**config.mk**
```make
export PLATFORM = sky130hd
export DESIGN_NAME = can_id_acceptance
export DESIGN_NICKNAME = d
export VERILOG_FILES = /design/src/rtl/can_acc_pkg.sv /design/src/rtl/can_acc_mask_sel.sv /design/src/rtl/can_acc_cmp.sv /design/src/rtl/can_acc_prio.sv /design/src/rtl/can_id_acceptance.sv
export SDC_FILE = /design/constraint.sdc
export NUM_CORES = 1
export LEC_CHECK = 0
export BUFFER_PORTS_ARGS = -buffer_cell sky130_fd_sc_hd__clkbuf_2
export CAP_MARGIN = 10
export CORE_AREA = 10 10 528 530
export DETAILED_ROUTE_END_ITERATION = 6
export DIE_AREA = 0 0 538 540
export PLACE_DENSITY = 0.3
export SLEW_MARGIN = 20
export SYNTH_ARGS = -nofsm -noshare
export SYNTH_HDL_FRONTEND = slang
export SYNTH_SLANG_ARGS = --single-unit
```
**constraint.sdc**
```tcl
create_clock -name clk -period 8.6 [get_ports clk]
set_input_delay 2.15 -clock clk [delete_from_list [all_inputs] [get_ports clk]]
set_output_delay 2.15 -clock clk [all_outputs]
set_load 0.01 [all_outputs]
```
**src/rtl/can_acc_pkg.sv**
```systemverilog
package can_acc_pkg;

    localparam int ID_W     = 29;
    localparam int STD_W    = 11;
    localparam int N_FFLT   = 8;
    localparam int MB14     = 14;
    localparam int MB15     = 15;

    typedef logic [ID_W-1:0] can_id_t;

    typedef struct packed {
        can_id_t id;
        logic    ext;
    } rx_frame_t;

    typedef struct packed {
        logic hit;
        logic fifo;
    } match_kind_t;

    localparam can_id_t STD_FIELD = {{STD_W{1'b1}}, {(ID_W-STD_W){1'b0}}};

    function automatic can_id_t eff_mask(input can_id_t mask, input logic ext);
        return ext ? mask : (mask & STD_FIELD);
    endfunction

    function automatic logic id_accept(input rx_frame_t frm, input can_id_t flt_id,
                                       input logic flt_ext, input can_id_t mask);
        can_id_t diff;
        diff = (frm.id ^ flt_id) & eff_mask(mask, frm.ext);
        return (frm.ext == flt_ext) && (diff == '0);
    endfunction

endpackage

```
**src/rtl/can_acc_mask_sel.sv**
```systemverilog
module can_acc_mask_sel
    import can_acc_pkg::*;
#(
    parameter int NUM_MB = 16
) (
    input  logic                  per_buf,
    input  can_id_t [NUM_MB-1:0]  buf_mask,
    input  can_id_t               mask_mb_common,
    input  can_id_t               mask_mb14,
    input  can_id_t               mask_mb15,
    input  can_id_t               mask_fifo,
    output can_id_t [NUM_MB-1:0]  mb_mask,
    output can_id_t [N_FFLT-1:0]  ff_mask
);

    for (genvar n = 0; n < NUM_MB; n++) begin : g_mb
        if (n == MB14) begin : g_m14
            assign mb_mask[n] = per_buf ? buf_mask[n] : mask_mb14;
        end else if (n == MB15) begin : g_m15
            assign mb_mask[n] = per_buf ? buf_mask[n] : mask_mb15;
        end else begin : g_mc
            assign mb_mask[n] = per_buf ? buf_mask[n] : mask_mb_common;
        end
    end

    for (genvar k = 0; k < N_FFLT; k++) begin : g_ff
        assign ff_mask[k] = per_buf ? buf_mask[k] : mask_fifo;
    end

endmodule

```
**src/rtl/can_acc_cmp.sv**
```systemverilog
module can_acc_cmp
    import can_acc_pkg::*;
#(
    parameter int N = 16
) (
    input  rx_frame_t         frm,
    input  can_id_t [N-1:0]   flt_id,
    input  logic    [N-1:0]   flt_ext,
    input  can_id_t [N-1:0]   flt_mask,
    input  logic    [N-1:0]   part,
    output logic    [N-1:0]   hits
);

    for (genvar i = 0; i < N; i++) begin : g_slot
        assign hits[i] = part[i] && id_accept(frm, flt_id[i], flt_ext[i], flt_mask[i]);
    end

endmodule

```
**src/rtl/can_acc_prio.sv**
```systemverilog
module can_acc_prio #(
    parameter int N     = 16,
    parameter int IDX_W = $clog2(N)
) (
    input  logic [N-1:0]     req,
    output logic             any,
    output logic [IDX_W-1:0] idx
);

    always_comb begin
        idx = '0;
        for (int i = N - 1; i >= 0; i--) begin
            if (req[i]) idx = IDX_W'(i);
        end
    end

    assign any = |req;

endmodule

```
**src/rtl/can_id_acceptance.sv**
```systemverilog
module can_id_acceptance
    import can_acc_pkg::*;
#(
    parameter int NUM_MB = 16,
    localparam int IDX_W = $clog2(NUM_MB)
) (
    input  logic                         clk,
    input  logic                         rst,
    input  logic                         frm_valid,
    input  logic [28:0]                  frm_id,
    input  logic                         frm_ext,
    input  logic                         cfg_fifo_en,
    input  logic                         cfg_per_buf_mask,
    input  logic [NUM_MB-1:0]            mb_is_rx,
    input  logic [NUM_MB-1:0][28:0]      mb_id,
    input  logic [NUM_MB-1:0]            mb_ext,
    input  logic [7:0][28:0]             ff_id,
    input  logic [7:0]                   ff_ext,
    input  logic [NUM_MB-1:0][28:0]      buf_mask,
    input  logic [28:0]                  mask_mb_common,
    input  logic [28:0]                  mask_mb14,
    input  logic [28:0]                  mask_mb15,
    input  logic [28:0]                  mask_fifo,
    output logic                         res_done,
    output logic                         res_hit,
    output logic                         res_fifo,
    output logic [IDX_W-1:0]             res_idx
);

    localparam int FF_IDX_W = $clog2(N_FFLT);

    rx_frame_t              frm;
    can_id_t [NUM_MB-1:0]   mb_mask;
    can_id_t [N_FFLT-1:0]   ff_mask;
    logic    [NUM_MB-1:0]   mb_part;
    logic    [NUM_MB-1:0]   mb_hits;
    logic    [N_FFLT-1:0]   ff_part;
    logic    [N_FFLT-1:0]   ff_hits;
    logic                   mb_any;
    logic                   ff_any;
    logic    [IDX_W-1:0]    mb_win;
    logic    [FF_IDX_W-1:0] ff_win;
    match_kind_t            kind_d;
    logic    [IDX_W-1:0]    idx_d;
    logic    [NUM_MB-1:0]   rx_snap;
    logic                   fifo_snap;

    assign frm.id  = frm_id;
    assign frm.ext = frm_ext;

    // Slots 0..N_FFLT-1 are handed to the FIFO while it is on.
    for (genvar n = 0; n < NUM_MB; n++) begin : g_part
        if (n < N_FFLT) begin : g_rsv
            assign mb_part[n] = mb_is_rx[n] && !cfg_fifo_en;
        end else begin : g_free
            assign mb_part[n] = mb_is_rx[n];
        end
    end
    assign ff_part = {N_FFLT{cfg_fifo_en}};

    can_acc_mask_sel #(.NUM_MB(NUM_MB)) u_mask (
        .per_buf        (cfg_per_buf_mask),
        .buf_mask       (buf_mask),
        .mask_mb_common (mask_mb_common),
        .mask_mb14      (mask_mb14),
        .mask_mb15      (mask_mb15),
        .mask_fifo      (mask_fifo),
        .mb_mask        (mb_mask),
        .ff_mask        (ff_mask)
    );

    can_acc_cmp #(.N(NUM_MB)) u_cmp_mb (
        .frm      (frm),
        .flt_id   (mb_id),
        .flt_ext  (mb_ext),
        .flt_mask (mb_mask),
        .part     (mb_part),
        .hits     (mb_hits)
    );

    can_acc_cmp #(.N(N_FFLT)) u_cmp_ff (
        .frm      (frm),
        .flt_id   (ff_id),
        .flt_ext  (ff_ext),
        .flt_mask (ff_mask),
        .part     (ff_part),
        .hits     (ff_hits)
    );

    can_acc_prio #(.N(NUM_MB), .IDX_W(IDX_W)) u_prio_mb (
        .req (mb_hits),
        .any (mb_any),
        .idx (mb_win)
    );

    can_acc_prio #(.N(N_FFLT), .IDX_W(FF_IDX_W)) u_prio_ff (
        .req (ff_hits),
        .any (ff_any),
        .idx (ff_win)
    );

    always_comb begin
        kind_d = '{hit: 1'b0, fifo: 1'b0};
        idx_d  = '0;
        if (ff_any) begin
            kind_d = '{hit: 1'b1, fifo: 1'b1};
            idx_d  = IDX_W'(ff_win);
        end else if (mb_any) begin
            kind_d = '{hit: 1'b1, fifo: 1'b0};
            idx_d  = mb_win;
        end
    end

    always_ff @(posedge clk) begin
        if (rst) begin
            res_done  <= 1'b0;
            res_hit   <= 1'b0;
            res_fifo  <= 1'b0;
            res_idx   <= '0;
            rx_snap   <= '0;
            fifo_snap <= 1'b0;
        end else begin
            res_done <= frm_valid;
            if (frm_valid) begin
                res_hit   <= kind_d.hit;
                res_fifo  <= kind_d.fifo;
                res_idx   <= idx_d;
                rx_snap   <= mb_is_rx;
                fifo_snap <= cfg_fifo_en;
            end
        end
    end

    AST_DONE_AFTER_VALID: assert property (@(posedge clk) disable iff (rst)
        frm_valid |=> res_done);
    AST_NO_STRAY_DONE: assert property (@(posedge clk) disable iff (rst)
        !frm_valid |=> !res_done);
    AST_MISS_IS_ZERO: assert property (@(posedge clk) disable iff (rst)
        (res_done && !res_hit) |-> (!res_fifo && res_idx == '0));
    AST_FIFO_NEEDS_EN: assert property (@(posedge clk) disable iff (rst)
        (res_done && res_fifo) |-> fifo_snap);
    AST_RSV_SKIPPED: assert property (@(posedge clk) disable iff (rst)
        (res_done && res_hit && !res_fifo && fifo_snap) |-> (int'(res_idx) >= N_FFLT));
    AST_WIN_IS_RX: assert property (@(posedge clk) disable iff (rst)
        (res_done && res_hit && !res_fifo) |-> rx_snap[res_idx]);
    AST_FIFO_IDX_RANGE: assert property (@(posedge clk) disable iff (rst)
        (res_done && res_fifo) |-> (int'(res_idx) < N_FFLT));

endmodule

```
==> impl_metrics.env <==
export IMPL_yosysSeqAreaShare_pct=0.822
export IMPL_fin_tns_setup_ns=0
export IMPL_grt_overflow=0
export IMPL_dp_hpwl_mm=296
export IMPL_htree_levels=1
export IMPL_pin_count=1358
export IMPL_post_cts_setup_buffers=0
export IMPL_fillCellCount=31800
export IMPL_design_area_um2=28300
export IMPL_cp_slowest_stage_delay_ns=0.90
export IMPL_worstPathRequired_ns=8.71
export IMPL_place_gp_congestion=0.893
export IMPL_grtUsageMet3_pct=5.26
export IMPL_max_freq_mhz=141
export IMPL_die_h_um=540
export IMPL_wirelength_mm=325
export IMPL_synth_ff_type="dfxtp_1"
export IMPL_syn_area_per_cell_um2=6.79
export IMPL_multi_input_comb_area_um2=15700
export IMPL_remaining_drc_errors=2
export IMPL_final_instance_count_excl_fill=7406
export IMPL_min_period_over_period_pct=82.2
export IMPL_post_place_ws_ns=1.30
export IMPL_dp_cells=7349
export IMPL_grt_use_met2_pct=38.1
export IMPL_yosysWarnings=0
export IMPL_die_w_um=538
export IMPL_criticalPathCategory="in -> reg"
export IMPL_crit_fanout=71
export IMPL_wl_per_cell_um=43.9
export IMPL_finalClockSkew_ns=0
export IMPL_whs_ns=0.517
export IMPL_cts_root_buf="clkbuf_16"
export IMPL_final_util_pct=10.6
export IMPL_viasPerCell=3.71
export IMPL_syn_area_um2=17000
export IMPL_cts_resized=0
export IMPL_synth_edf_count=0
export IMPL_cts_tree="done"
export IMPL_critPathLaunchType="primary input"
export IMPL_crit_start="cfg_per_buf_mask"
export IMPL_power_frac_comb_pct=94.4
export IMPL_first_iter_violations=2088
export IMPL_globalRouteTotalUtil_pct=21.1
export IMPL_p_sw_mw=1.34
export IMPL_ys_types=52
export IMPL_cp_slowest_cell="nand2b_1"
export IMPL_hp_start="res_fifo$_SDFFE_PP0P_"
export IMPL_internal_power_mw=0.795
export IMPL_hold_class="reg -> reg"
export IMPL_synth_seq_cells=7
export IMPL_total_power_mw=2.14
export IMPL_rrSetupSlack_ns=7.48
export IMPL_area_growth_pct=66.3
export IMPL_hold_viol_final=0
export IMPL_seqCellArea_um2=140
export IMPL_worst_path_buf_inv=5
export IMPL_async_reset_ff_share_pct=0
export IMPL_grt_pass1_vias=28900
export IMPL_power_leakage_nw=11.6
export IMPL_worstMarginPinSlew_ns=1.25
export IMPL_clk_path_buf_depth=2
export IMPL_place_area_um2=28100
export IMPL_end_kind="flop"
export IMPL_status="finished, violations left"
export IMPL_grt_use_met1_pct=24.5
export IMPL_setup_viol=0
export IMPL_p_seq_share_pct=1.7
export IMPL_core_area_um2=267000
export IMPL_cts_clk_slew_worst_paths_ns=0.04
export IMPL_syn_nets=3862
export IMPL_die_area_um2=291000
export IMPL_critPathArrivalTime_ns=7.19
export IMPL_violations="design-rule violations"
export IMPL_antenna_found_initial=210
export IMPL_crit_chain="buf_8 -> buf_12 -> buf_12 -> nand2b_1 -> buf_4 -> a21oi_1 -> nor4_1 -> buf_4 -> nand2_1 -> o22ai_1 -> nor4_1 -> a211oi_1 -> o32ai_1"
export IMPL_start_util_pct=6.37
export IMPL_r2r_start="res_idx[1]$_SDFFE_PP0P_"
export IMPL_drive_gt1_share_pct=40.2
export IMPL_holdBufCountCts=0
export IMPL_ir_worst_vdd_mv=0.0486
export IMPL_dr_pass1_iters=7
export IMPL_syn_inst=2511
export IMPL_vias=27500
export IMPL_slew_headroom_pct=15.9
export IMPL_finalWorstSetupSlack_ns=1.53
export IMPL_grt_start_max_net_pins=72
export IMPL_finalCriticalPeriod_ns=7.07
export IMPL_switching_share_pct=62.8
export IMPL_maxCapViolCount=0
export IMPL_busiest_layer="met2"
export IMPL_grt_pass1_wl_mm=390
export IMPL_cts_num_sinks=7
export IMPL_rsz0062_at_grt="false"
export IMPL_nNetsFinal=5153
export IMPL_slew_viol_final=0
export IMPL_critPathTopFamily="simple AND/OR/NAND/NOR gates"
export IMPL_numCtsBuffers=3
export IMPL_postRouteAntennaNets=0
export IMPL_row_count=190
export IMPL_clk_latency_ns=0.24
export IMPL_portBuffers=1357
export IMPL_powerDensity_nw_per_um2=75.4
export IMPL_clkPwrFrac_pct=3.9
==> cells in the final DEF (no fill, tap or decap), types with 4 or more instances in the layout <==
cell type	n
clkbuf_2	1350
xnor2_1	714
a21oi_1	476
nand2_1	375
mux2i_1	245
o22ai_1	128
buf_4	128
nor4_1	106
diode_2	53
nand2b_1	52
nor2_1	30
nand3_1	23
nand4_1	23
nor4_2	18
nor3_1	16
or4_1	11
or2_2	8
a21o_1	8
nand2b_2	7
dfxtp_1	7
xor2_1	6
inv_1	5
o21ai_0	5
o2111ai_1	5
buf_2	5
buf_12	5
o211ai_1	4
==> power groups by stage <==
stage | Combinational, mW | Sequential [mW] | Clock (mW)
6_report | 2.02 | 0.0364 | 0.0823
5_1_grt | 2.10 | 0.0368 | 0.0858
4_1_cts | 2.05 | 0.0367 | 0.0840
3_5_place_dp | 2.04 | 0.0372 | 0
3_3_place_gp | 2.05 | 0.0373 | 0
2_1_floorplan | 0.805 | 0.0364 | 0
==> sequential cells by signal, summed over array words and instances (netlist names) <==
name and count:
res_idx 4, res_done 1, res_hit 1, res_fifo 1
==> layout make-up <==
type / instances / share of cell area [%]
Inverter: 6 / 0.0795
Antenna cell: 53 / 0.468
Tap cell: 3552 / 15.7
Clock buffer: 3 / 0.265
Clock inverter: 1 / 0.0177
Multi-Input combinational cell: 2295 / 55.3
Sequential cell: 7 / 0.494
Timing Repair Buffer: 1489 / 27.7
==> cells by family after synthesis <==
| family | share of synthesized area [%] |
|---|---|
| DFF | 0.822 |
| buffers and inverters | 8.10 |
| AOI/OAI and AO/OA | 20.7 |
| xor gates and xnor gates | 37.0 |
| and+or+nand+nor | 19.0 |
| muxes | 14.4 |
==> final timing paths <==
kind	end	cells after the start
setup / recovery	res_idx[1]$_SDFFE_PP0P_	13
hold reg to reg	res_fifo$_SDFFE_PP0P_	2
hold / removal	res_fifo$_SDFFE_PP0P_	2
setup reg to reg	res_idx[1]$_SDFFE_PP0P_	3
==> Yosys cell counts, types with 3 or more instances <==
master,number,area (µm²)
nor4_1,125,782
o221ai_1,3,26.3
buf_8,5,75.1
o2111ai_1,5,43.8
buf_6,43,484
dfxtp_1,7,140
o21ai_0,5,25.0
nand4_1,23,144
inv_1,5,18.8
xnor2_1,714,6250
or3_1,3,18.8
or4_1,11,82.6
nand3_1,23,115
a21oi_1,476,2380
o22ai_1,128,801
clkbuf_1,31,116
nand2b_1,59,369
mux2i_1,245,2450
a21o_1,8,60.1
buf_4,20,150
buf_2,99,495
nand2_1,375,1410
nor3_1,16,80.1
xor2_1,6,52.6
or2_2,8,50.1
nor2_1,30,113
buf_1,3,11.3
o211ai_1,4,30.0
==> worst reg2reg max path: stages, from the launching register on <==
cell      delay (ns)
dfxtp_1         0.39
o21bai_1        0.12
or3_1           0.32
o32ai_1         0.21
==> layer usage <==
layer | share of wire [%] | vias to the layer above
met5 | 0.19 | -
met2 | 49 | 1857
li1 | - | 11500
met1 | 40 | 13600
met3 | 7.3 | 475
met4 | 3.7 | 92
Power figures use the tool's default switching activity.
